`config.mk`:
```
export PLATFORM = sky130hd
export DESIGN_NAME = fdc_host_regs
export DESIGN_NICKNAME = d
export VERILOG_FILES = /design/src/rtl/fdc_host_pkg.sv /design/src/rtl/fdc_host_ctrl.sv /design/src/rtl/fdc_host_dpath.sv /design/src/rtl/fdc_host_regs.sv
export SDC_FILE = /design/constraint.sdc
export NUM_CORES = 1
export LEC_CHECK = 0
export ABC_AREA = 1
export BUFFER_PORTS_ARGS = -buffer_cell sky130_fd_sc_hd__buf_2
export CAP_MARGIN = 20
export CORE_ASPECT_RATIO = 1.75
export CORE_MARGIN = 1.5
export CORE_UTILIZATION = 55
export CTS_CLUSTER_SIZE = 8
export DETAILED_ROUTE_END_ITERATION = 8
export GPL_TIMING_DRIVEN = 0
export MAX_ROUTING_LAYER = met4
export PLACE_DENSITY_LB_ADDON = 0.3
export SLEW_MARGIN = 20
export SYNTH_ARGS = -nofsm -noshare
export SYNTH_HDL_FRONTEND = slang
export SYNTH_HIERARCHICAL = 1
export SYNTH_SLANG_ARGS = --single-unit
```
`constraint.sdc`:
```
create_clock -name clk -period 2.1 [get_ports clk]
set_input_delay 0.42 -clock clk [delete_from_list [all_inputs] [get_ports clk]]
set_output_delay 0.42 -clock clk [all_outputs]
set_load 0.005 [all_outputs]
```
`src/rtl/fdc_host_pkg.sv`:
```
package fdc_host_pkg;
  localparam int ADDR_W = 2;
  localparam logic [ADDR_W-1:0] ADR_CMDSTAT = 2'd0;
  localparam logic [ADDR_W-1:0] ADR_TRACK   = 2'd1;
  localparam logic [ADDR_W-1:0] ADR_SECTOR  = 2'd2;
  localparam logic [ADDR_W-1:0] ADR_DATA    = 2'd3;

  // one-cycle strobes from control to datapath
  typedef struct packed {
    logic wrCmd;
    logic wrTrack;
    logic wrSector;
    logic wrData;
    logic rdStatus;
    logic rdData;
  } hostStrobes_t;
endpackage

```
`src/rtl/fdc_host_ctrl.sv`:
```
module fdc_host_ctrl
  import fdc_host_pkg::*;
(
  input  logic              clk,
  input  logic              rstN,
  input  logic              csN,
  input  logic              rdWrN,
  input  logic [ADDR_W-1:0] addr,
  input  logic              byteReady,
  input  logic              byteNeeded,
  input  logic              cmdDone,
  input  logic              forceIrq,
  output hostStrobes_t      strb,
  output logic              busOe,
  output logic              drq,
  output logic              lostData,
  output logic              busy,
  output logic              intrq,
  output logic              cmdStart
);
  logic csHeld;
  logic accStart;

  assign accStart = !csN && !csHeld;
  assign busOe    = !csN && rdWrN;

  always_comb begin
    strb          = '0;
    strb.wrCmd    = accStart && !rdWrN && (addr == ADR_CMDSTAT);
    strb.wrTrack  = accStart && !rdWrN && (addr == ADR_TRACK);
    strb.wrSector = accStart && !rdWrN && (addr == ADR_SECTOR);
    strb.wrData   = accStart && !rdWrN && (addr == ADR_DATA);
    strb.rdStatus = accStart &&  rdWrN && (addr == ADR_CMDSTAT);
    strb.rdData   = accStart &&  rdWrN && (addr == ADR_DATA);
  end

  always_ff @(posedge clk or negedge rstN) begin
    if (!rstN) begin
      csHeld   <= 1'b0;
      drq      <= 1'b0;
      lostData <= 1'b0;
      busy     <= 1'b0;
      intrq    <= 1'b0;
      cmdStart <= 1'b0;
    end else begin
      csHeld   <= !csN;
      cmdStart <= strb.wrCmd;
      // data request: disk events take precedence over host accesses
      if (byteReady)
        drq <= 1'b1;
      else if (byteNeeded)
        drq <= !strb.wrData;
      else if (strb.wrData || strb.rdData)
        drq <= 1'b0;
      // lost data: overrun or underrun, cleared by a new command
      if (strb.wrCmd)
        lostData <= 1'b0;
      else if ((byteReady || byteNeeded) && drq)
        lostData <= 1'b1;
      if (strb.wrCmd)
        busy <= 1'b1;
      else if (cmdDone)
        busy <= 1'b0;
      if (strb.wrCmd)
        intrq <= 1'b0;
      else if (cmdDone || forceIrq)
        intrq <= 1'b1;
      else if (strb.rdStatus)
        intrq <= 1'b0;
    end
  end

  AST_DRQ_ON_BYTE_IN: assert property (@(posedge clk) disable iff (!rstN)
    byteReady |=> drq);
  AST_LOST_ON_OVERRUN: assert property (@(posedge clk) disable iff (!rstN)
    byteReady && drq && !strb.wrCmd |=> lostData);
  AST_LOST_ON_UNDERRUN: assert property (@(posedge clk) disable iff (!rstN)
    byteNeeded && drq && !strb.wrCmd |=> lostData);
  AST_CMD_STARTS_BUSY: assert property (@(posedge clk) disable iff (!rstN)
    strb.wrCmd |=> busy && !intrq && !lostData && cmdStart);
  AST_DONE_RAISES_IRQ: assert property (@(posedge clk) disable iff (!rstN)
    cmdDone && !strb.wrCmd |=> intrq && !busy);
  AST_STATUS_READ_CLEARS: assert property (@(posedge clk) disable iff (!rstN)
    strb.rdStatus && !cmdDone && !forceIrq |=> !intrq);
  AST_HELD_SELECT_QUIET: assert property (@(posedge clk) disable iff (!rstN)
    !csN && $past(!csN) |-> strb == '0);
endmodule

```
`src/rtl/fdc_host_dpath.sv`:
```
module fdc_host_dpath
  import fdc_host_pkg::*;
#(
  parameter int DATA_W = 8
) (
  input  logic              clk,
  input  logic              rstN,
  input  hostStrobes_t      strb,
  input  logic [ADDR_W-1:0] addr,
  input  logic [DATA_W-1:0] hostDataIn,
  input  logic [DATA_W-1:0] diskByteIn,
  input  logic              byteReady,
  input  logic              byteNeeded,
  input  logic              drq,
  input  logic              lostData,
  input  logic              busy,
  output logic [DATA_W-1:0] hostDataOut,
  output logic [DATA_W-1:0] diskByteOut,
  output logic [DATA_W-1:0] cmdCode
);
  localparam int STAT_PAD = DATA_W - 3;

  logic [DATA_W-1:0] cmdReg, trackReg, sectorReg, dataReg;
  logic [DATA_W-1:0] statusByte;

  assign statusByte  = {{STAT_PAD{1'b0}}, lostData, drq, busy};
  assign cmdCode     = cmdReg;
  // underrun substitutes an all-zero byte
  assign diskByteOut = drq ? '0 : dataReg;

  always_comb begin
    unique case (addr)
      ADR_CMDSTAT: hostDataOut = statusByte;
      ADR_TRACK:   hostDataOut = trackReg;
      ADR_SECTOR:  hostDataOut = sectorReg;
      default:     hostDataOut = dataReg;
    endcase
  end

  always_ff @(posedge clk or negedge rstN) begin
    if (!rstN) begin
      cmdReg    <= '0;
      trackReg  <= '0;
      sectorReg <= '0;
      dataReg   <= '0;
    end else begin
      if (strb.wrCmd)    cmdReg    <= hostDataIn;
      if (strb.wrTrack)  trackReg  <= hostDataIn;
      if (strb.wrSector) sectorReg <= hostDataIn;
      if (byteReady)
        dataReg <= diskByteIn;
      else if (strb.wrData)
        dataReg <= hostDataIn;
    end
  end

  AST_BYTE_IN_LANDS: assert property (@(posedge clk) disable iff (!rstN)
    byteReady |=> dataReg == $past(diskByteIn));
  AST_HOST_BYTE_KEPT: assert property (@(posedge clk) disable iff (!rstN)
    strb.wrData && !byteReady |=> dataReg == $past(hostDataIn));
endmodule

```
`src/rtl/fdc_host_regs.sv`:
```
module fdc_host_regs
  import fdc_host_pkg::*;
(
  input  logic       clk,
  input  logic       rstN,
  input  logic       csN,
  input  logic       rdWrN,
  input  logic [1:0] addr,
  input  logic [7:0] hostDataIn,
  output logic [7:0] hostDataOut,
  output logic       hostDataOe,
  input  logic       byteReady,
  input  logic [7:0] diskByteIn,
  input  logic       byteNeeded,
  output logic [7:0] diskByteOut,
  input  logic       cmdDone,
  input  logic       forceIrq,
  output logic       cmdStart,
  output logic [7:0] cmdCode,
  output logic       drq,
  output logic       intrq
);
  hostStrobes_t strb;
  logic lostData, busy;

  fdc_host_ctrl u_ctrl (
    .clk(clk), .rstN(rstN), .csN(csN), .rdWrN(rdWrN), .addr(addr),
    .byteReady(byteReady), .byteNeeded(byteNeeded),
    .cmdDone(cmdDone), .forceIrq(forceIrq),
    .strb(strb), .busOe(hostDataOe), .drq(drq), .lostData(lostData),
    .busy(busy), .intrq(intrq), .cmdStart(cmdStart)
  );

  fdc_host_dpath #(.DATA_W(8)) u_dpath (
    .clk(clk), .rstN(rstN), .strb(strb), .addr(addr),
    .hostDataIn(hostDataIn), .diskByteIn(diskByteIn),
    .byteReady(byteReady), .byteNeeded(byteNeeded),
    .drq(drq), .lostData(lostData), .busy(busy),
    .hostDataOut(hostDataOut), .diskByteOut(diskByteOut), .cmdCode(cmdCode)
  );

  AST_PAD_ENABLE: assert property (@(posedge clk) disable iff (!rstN)
    hostDataOe |-> !csN && rdWrN);
endmodule

```
==> impl_metrics.tcl, run 1 <==
set metrics [dict create \
    outcome "finished clean" \
    io_buffers 53 \
    dp_slack_ns 0.480 \
    post-dp-hpwl_mm 3.21 \
    busiest_layer "met2" \
    rsz0062_at_grt "false" \
    post-cts-setup-buffer-count 0 \
    fin_setup_tns_ns 0 \
    grt_use_met3 0.0427 \
    post_dp_cell_area_sq_um 2210 \
    synth_warnings 6 \
    antenna_found_initial 0 \
    finalWorstSetupSlack_ns 0.362 \
    drt_first_pass_iters 4 \
    syn-num-nets 266 \
    worst_slew_pin_slew_ns 0.845 \
    crit_fanout 9 \
    crit_arrival_ns 1.32 \
    root_buffer "clkbuf_8" \
    die_h_microns 80.5 \
    overflow 0 \
    wl_mm 4.27 \
    fmax_mhz 575 \
    cts-buffers-inserted 5 \
    insertion_delay_ns 0.29 \
    netlist_area_sq_um 1890 \
    fin_crit_ns 1.74 \
    drive_above_1_share 0.259 \
    grt_pass1_wl_mm 6.71 \
    viasPerCell 4.99 \
    power.density_nw_per_um2 801 \
    ios 54 \
    cts.repair.resized 0 \
    grt_pass1_vias 1569 \
    antenna_cells 0 \
    regToRegStartpoint "u_ctrl/csHeld$_DFF_PN0_" \
    via_count 1726 \
    clk_pin_slew_ns 0.07 \
    final_nets 326 \
    n_fill_cell 304 \
    ir_drop_mv 0.573 \
    drt_iter0_markers 54 \
    dieArea_sq_um 3800 \
    fin_skew_ns 0.00307 \
    grt_use_met1 0.271 \
    cap_violations 0 \
    tritoncts "built" \
    drc 0 \
    syn-mean-instance-area_sq_um 7.86 \
    hold_viol 0 \
    wl_per_cell_microns 12.3 \
    grt_max_degree 39 \
    maxSlewViolCount 0 \
    worstSetupStartpointType "flop" \
    clockBufferDepth 2 \
    required_ns 1.68 \
    final_cell_area_sq_um 2310 \
    met2_usage 0.443 \
    cp-end-kind "output pin" \
    hold_buffers 0 \
    start_util 0.567 \
    die_w_microns 47.3 \
    ant_nets 0 \
    syn_inst 240 \
    relSlewSlack 0.437 \
    place_congestion 0.848 \
    crit_type "reg -> out" \
    htree_levels 2 \
    min_path_type "in -> async" \
    clkSinkCount 38 \
    final_util 0.695 \
    grt_usage 0.255 \
    area_growth_pct 22.7 \
    critPathLaunch "u_ctrl/drq$_DFFE_PN0P_" \
    rows 28 \
    fin_crit_sh 0.828 \
    total_leakage_power_nw 1.22 \
    finalSetupViolCount 0 \
    core_sq_um 3330 \
]
per-layer routing:
layer | wire, microns | vias up
met5 | 0 | -
met4 | 110 | 0
met3 | 151 | 12
met2 | 2430 | 50
met1 | 1580 | 806
li1 | - | 858
power breakdown:
| group | internal, mW | total [mW] | leakage, nW | switching (mW) |
|---|---|---|---|---|
| Sequential | 0.860 | 0.935 | 0.450 | 0.0751 |
| Combinational | 0.138 | 0.317 | 0.716 | 0.179 |
| Clock | 0.355 | 0.601 | 0.0524 | 0.246 |
worst max-delay path: stages (launching register included):
cell and delay (ns):
dfrtp_1 0.37, clkbuf_1 0.35, nand2_1 0.10, nand4_1 0.09, buf_2 0.12
area by class of cell:
type	instances	area [sq um]	area share
Clock buffer	7	76.3	0.0330
Multi-Input combinational cell	151	704	0.304
Tap cell	45	56.3	0.0243
Clock inverter	1	30.0	0.0130
Timing Repair Buffer	53	265	0.115
Inverter	44	170	0.0736
Buffer	7	60.1	0.0260
Sequential cell	38	951	0.411
final timing paths:
| kind | to | depth (start not counted) | slack [ns] |
|---|---|---|---|
| max reg2reg | u_dpath/trackReg[4]$_DFFE_PN0P_ | 6 | 0.68 |
| max | hostDataOut[1] | 4 | 0.36 |
| min | u_dpath/dataReg[1]$_DFFE_PN0P_ | 1 | 0.23 |
| min reg2reg | u_dpath/cmdCode[7]$_DFFE_PN0P_ | 2 | 0.52 |
| min in group clk | u_ctrl/csHeld$_DFF_PN0_ | 2 | 0.33 |
| max in group asynchronous | u_ctrl/cmdStart$_DFF_PN0_ | 1 | 1.33 |
placed cells by master, fill, tap and decap left out, drive strengths merged:
cell and count:
bufinv 1, o22ai 1, nand2 72, nand4 3, nand3 25, clkbuf 8, o21ai 25, nor2 21
dfrtp 38, inv 44, a21oi 3, nor3 1, buf 59
stage by stage:
stage | hold slack [ns] | cells | power [mW]
3_5_place_dp | 0.510 | 338 | 1.27
3_3_place_gp | 0.505 | 338 | 1.25
4_1_cts | 0.264 | 346 | 1.87
2_1_floorplan | 0.124 | 240 | 1.10
5_1_grt | 0.299 | 346 | 1.95
6_report | 0.234 | 346 | 1.85
registers in the layout, summed over array words and instances (netlist names):
signal             count
u_ctrl/csHeld          1
u_ctrl/cmdStart        1
u_ctrl/busy            1
u_ctrl/lostData        1
u_dpath/dataReg        8
u_ctrl/drq             1
u_dpath/sectorReg      8
u_ctrl/intrq           1
u_dpath/trackReg       8
u_dpath/cmdCode        8
(Power assumes the default switching activity.)
==> run 2: changes to the inputs <==
- ABC_AREA: 1 -> 0
- CORE_UTILIZATION: 55 -> 50
- clock period: 2.1 -> 1.7 ns (I/O delays scaled with it)
==> impl_metrics.tcl, run 2 <==
set metrics [dict create \
    viasPerCell 5.46 \
    clkSinkCount 38 \
    overflow 0 \
    wl_per_cell_microns 17.7 \
    fmax_mhz 583 \
    fin_crit_sh 1.01 \
    antenna_cells 0 \
    min_path_type "in -> async" \
    rows 28 \
    required_ns 1.88 \
    via_count 1353 \
    clockBufferDepth 2 \
    internal_power_mw 1.95 \
    layout_commonest_cell "buf_2" \
    cts-buffers-inserted 5 \
    htree_levels 2 \
    p_sw_frac 0.229 \
    root_buffer "clkbuf_8" \
    multi_input_area_sq_um 772 \
    post-dp-hpwl_mm 2.85 \
    fin_skew_ns 0.00363 \
    grt_max_degree 39 \
    drt_first_pass_iters 4 \
    outcome "complete, but fails checks" \
    finalSetupViolCount 15 \
    post_dp_cell_area_sq_um 2090 \
    final_nets 228 \
    finalWorstSetupSlack_ns -0.0161 \
    netlist_area_sq_um 1770 \
    power.density_nw_per_um2 1080 \
    drc 0 \
    fin_crit_ns 1.72 \
    comb_power_share 0.178 \
    crit_fanout 8 \
    syn_inst 135 \
    drive_above_1_share 0.557 \
    ir_drop_mv 1.01 \
    grt_pass1_vias 1331 \
    crit_arrival_ns 1.89 \
    rsz0062_at_grt "true" \
    worstSetupStartpointType "flop" \
    ios 54 \
    synth_warnings 6 \
    crit_type "reg -> reg" \
    violations "setup timing" \
    syn-mean-instance-area_sq_um 13.1 \
    die_w_microns 48.0 \
    start_util 0.521 \
    dieArea_sq_um 3920 \
    rr_worst_depth 4 \
    io_buffers 53 \
    wl_mm 4.40 \
    syn-num-nets 161 \
    pwr-share-clk 0.373 \
    hold_viol 0 \
    dp_slack_ns -0.192 \
    drt_iter0_markers 26 \
    seq_area_sq_um 952 \
    final_cell_area_sq_um 2340 \
    grt_pass1_wl_mm 6.33 \
    core_sq_um 3400 \
    total_leakage_power_nw 1.12 \
    grt_usage 0.243 \
    p_switching_mw 0.580 \
    worst_slew_pin_slew_ns 0.819 \
    area_growth_pct 32.1 \
    maxSlewViolCount 0 \
    n_fill_cell 266 \
    regToRegStartpoint "u_ctrl/csHeld$_DFF_PN0_" \
    die_h_microns 81.7 \
    final_cell_mix "buf_2, dfrtp_1, mux2_2" \
    clk_pin_slew_ns 0.07 \
    place_congestion 0.772 \
    cap_violations 0 \
    insertion_delay_ns 0.29 \
    ant_nets 0 \
    worstReg2RegEnd "u_dpath/cmdCode[1]$_DFFE_PN0P_" \
    tritoncts "built" \
    cp-end-kind "flop" \
    reg2reg_setup_slack_ns -0.02 \
    relSlewSlack 0.454 \
    antenna_found_initial 0 \
    power.share.sequential 0.449 \
]
## run 2: worst max path at each step
stage,depth (start not counted),from,slack [ns],endpoint
after floorplan,4,rdWrN,0.11,u_dpath/sectorReg[0]$_DFFE_PN0P_
after global placement,5,csN,-0.16,u_dpath/cmdCode[6]$_DFFE_PN0P_
after detailed placement,5,csN,-0.19,u_dpath/cmdCode[1]$_DFFE_PN0P_
after CTS,5,addr[1],0.001,hostDataOut[5]
after global routing,5,u_ctrl/csHeld$_DFF_PN0_,-0.09,u_dpath/dataReg[0]$_DFFE_PN0P_
final,4,u_ctrl/csHeld$_DFF_PN0_,-0.02,u_dpath/cmdCode[1]$_DFFE_PN0P_
## run 2: power by group through the flow
stage / Combinational (mW) / Clock (mW) / Sequential, mW
3_5_place_dp: 0.428 / 0 / 1.16
3_3_place_gp: 0.414 / 0 / 1.14
4_1_cts: 0.438 / 0.963 / 1.14
6_report: 0.451 / 0.945 / 1.14
2_1_floorplan: 0.247 / 0 / 1.14
5_1_grt: 0.497 / 0.992 / 1.16
## run 2: stage by stage
step | power (mW) | std cells | hold slack [ns] | utilization | TNS, ns
after global routing | 2.64 | 248 | 0.215 | 0.689 | -0.766
after CTS | 2.54 | 242 | 0.167 | 0.665 | 0
final | 2.53 | 248 | 0.142 | 0.689 | -0.125
after global placement | 1.56 | 233 | 0.470 | 0.616 | -2.85
after detailed placement | 1.59 | 233 | 0.489 | 0.616 | -3.53
after floorplan | 1.39 | 135 | 0.0444 | - | 0
## run 2: layout make-up
class / count / area share
Timing Repair Buffer: 60 / 0.144
Sequential cell: 38 / 0.407
Buffer: 7 / 0.0289
Inverter: 3 / 0.00481
Clock buffer: 6 / 0.0353
Multi-Input combinational cell: 87 / 0.330
Tap cell: 45 / 0.0241
Clock inverter: 2 / 0.0257
## run 2: metal layers
layer	global-route usage	vias up	wire length (microns)
met2	0.401	46	2450
met5	-	-	0
li1	-	615	-
met3	0.0484	8	170
met4	0.111	0	97
met1	0.269	684	1680
## run 2: worst max-delay path, stage by stage (launching register included)
cell,delay [ns]
dfrtp_1,0.41
or3_4,0.39
nor3_4,0.26
buf_6,0.19
mux2_2,0.35
## run 2: what timing repair did
| item | 4_1_cts | 5_1_grt |
|---|---|---|
| setup endpoints to repair | 26 | 35 |
| cloned | 0 | 1 |
| gates resized for setup | 6 | 7 |
| hold buffers | 0 | 0 |
| buffers inserted | 1 | 5 |
| pin swaps | 0 | 1 |
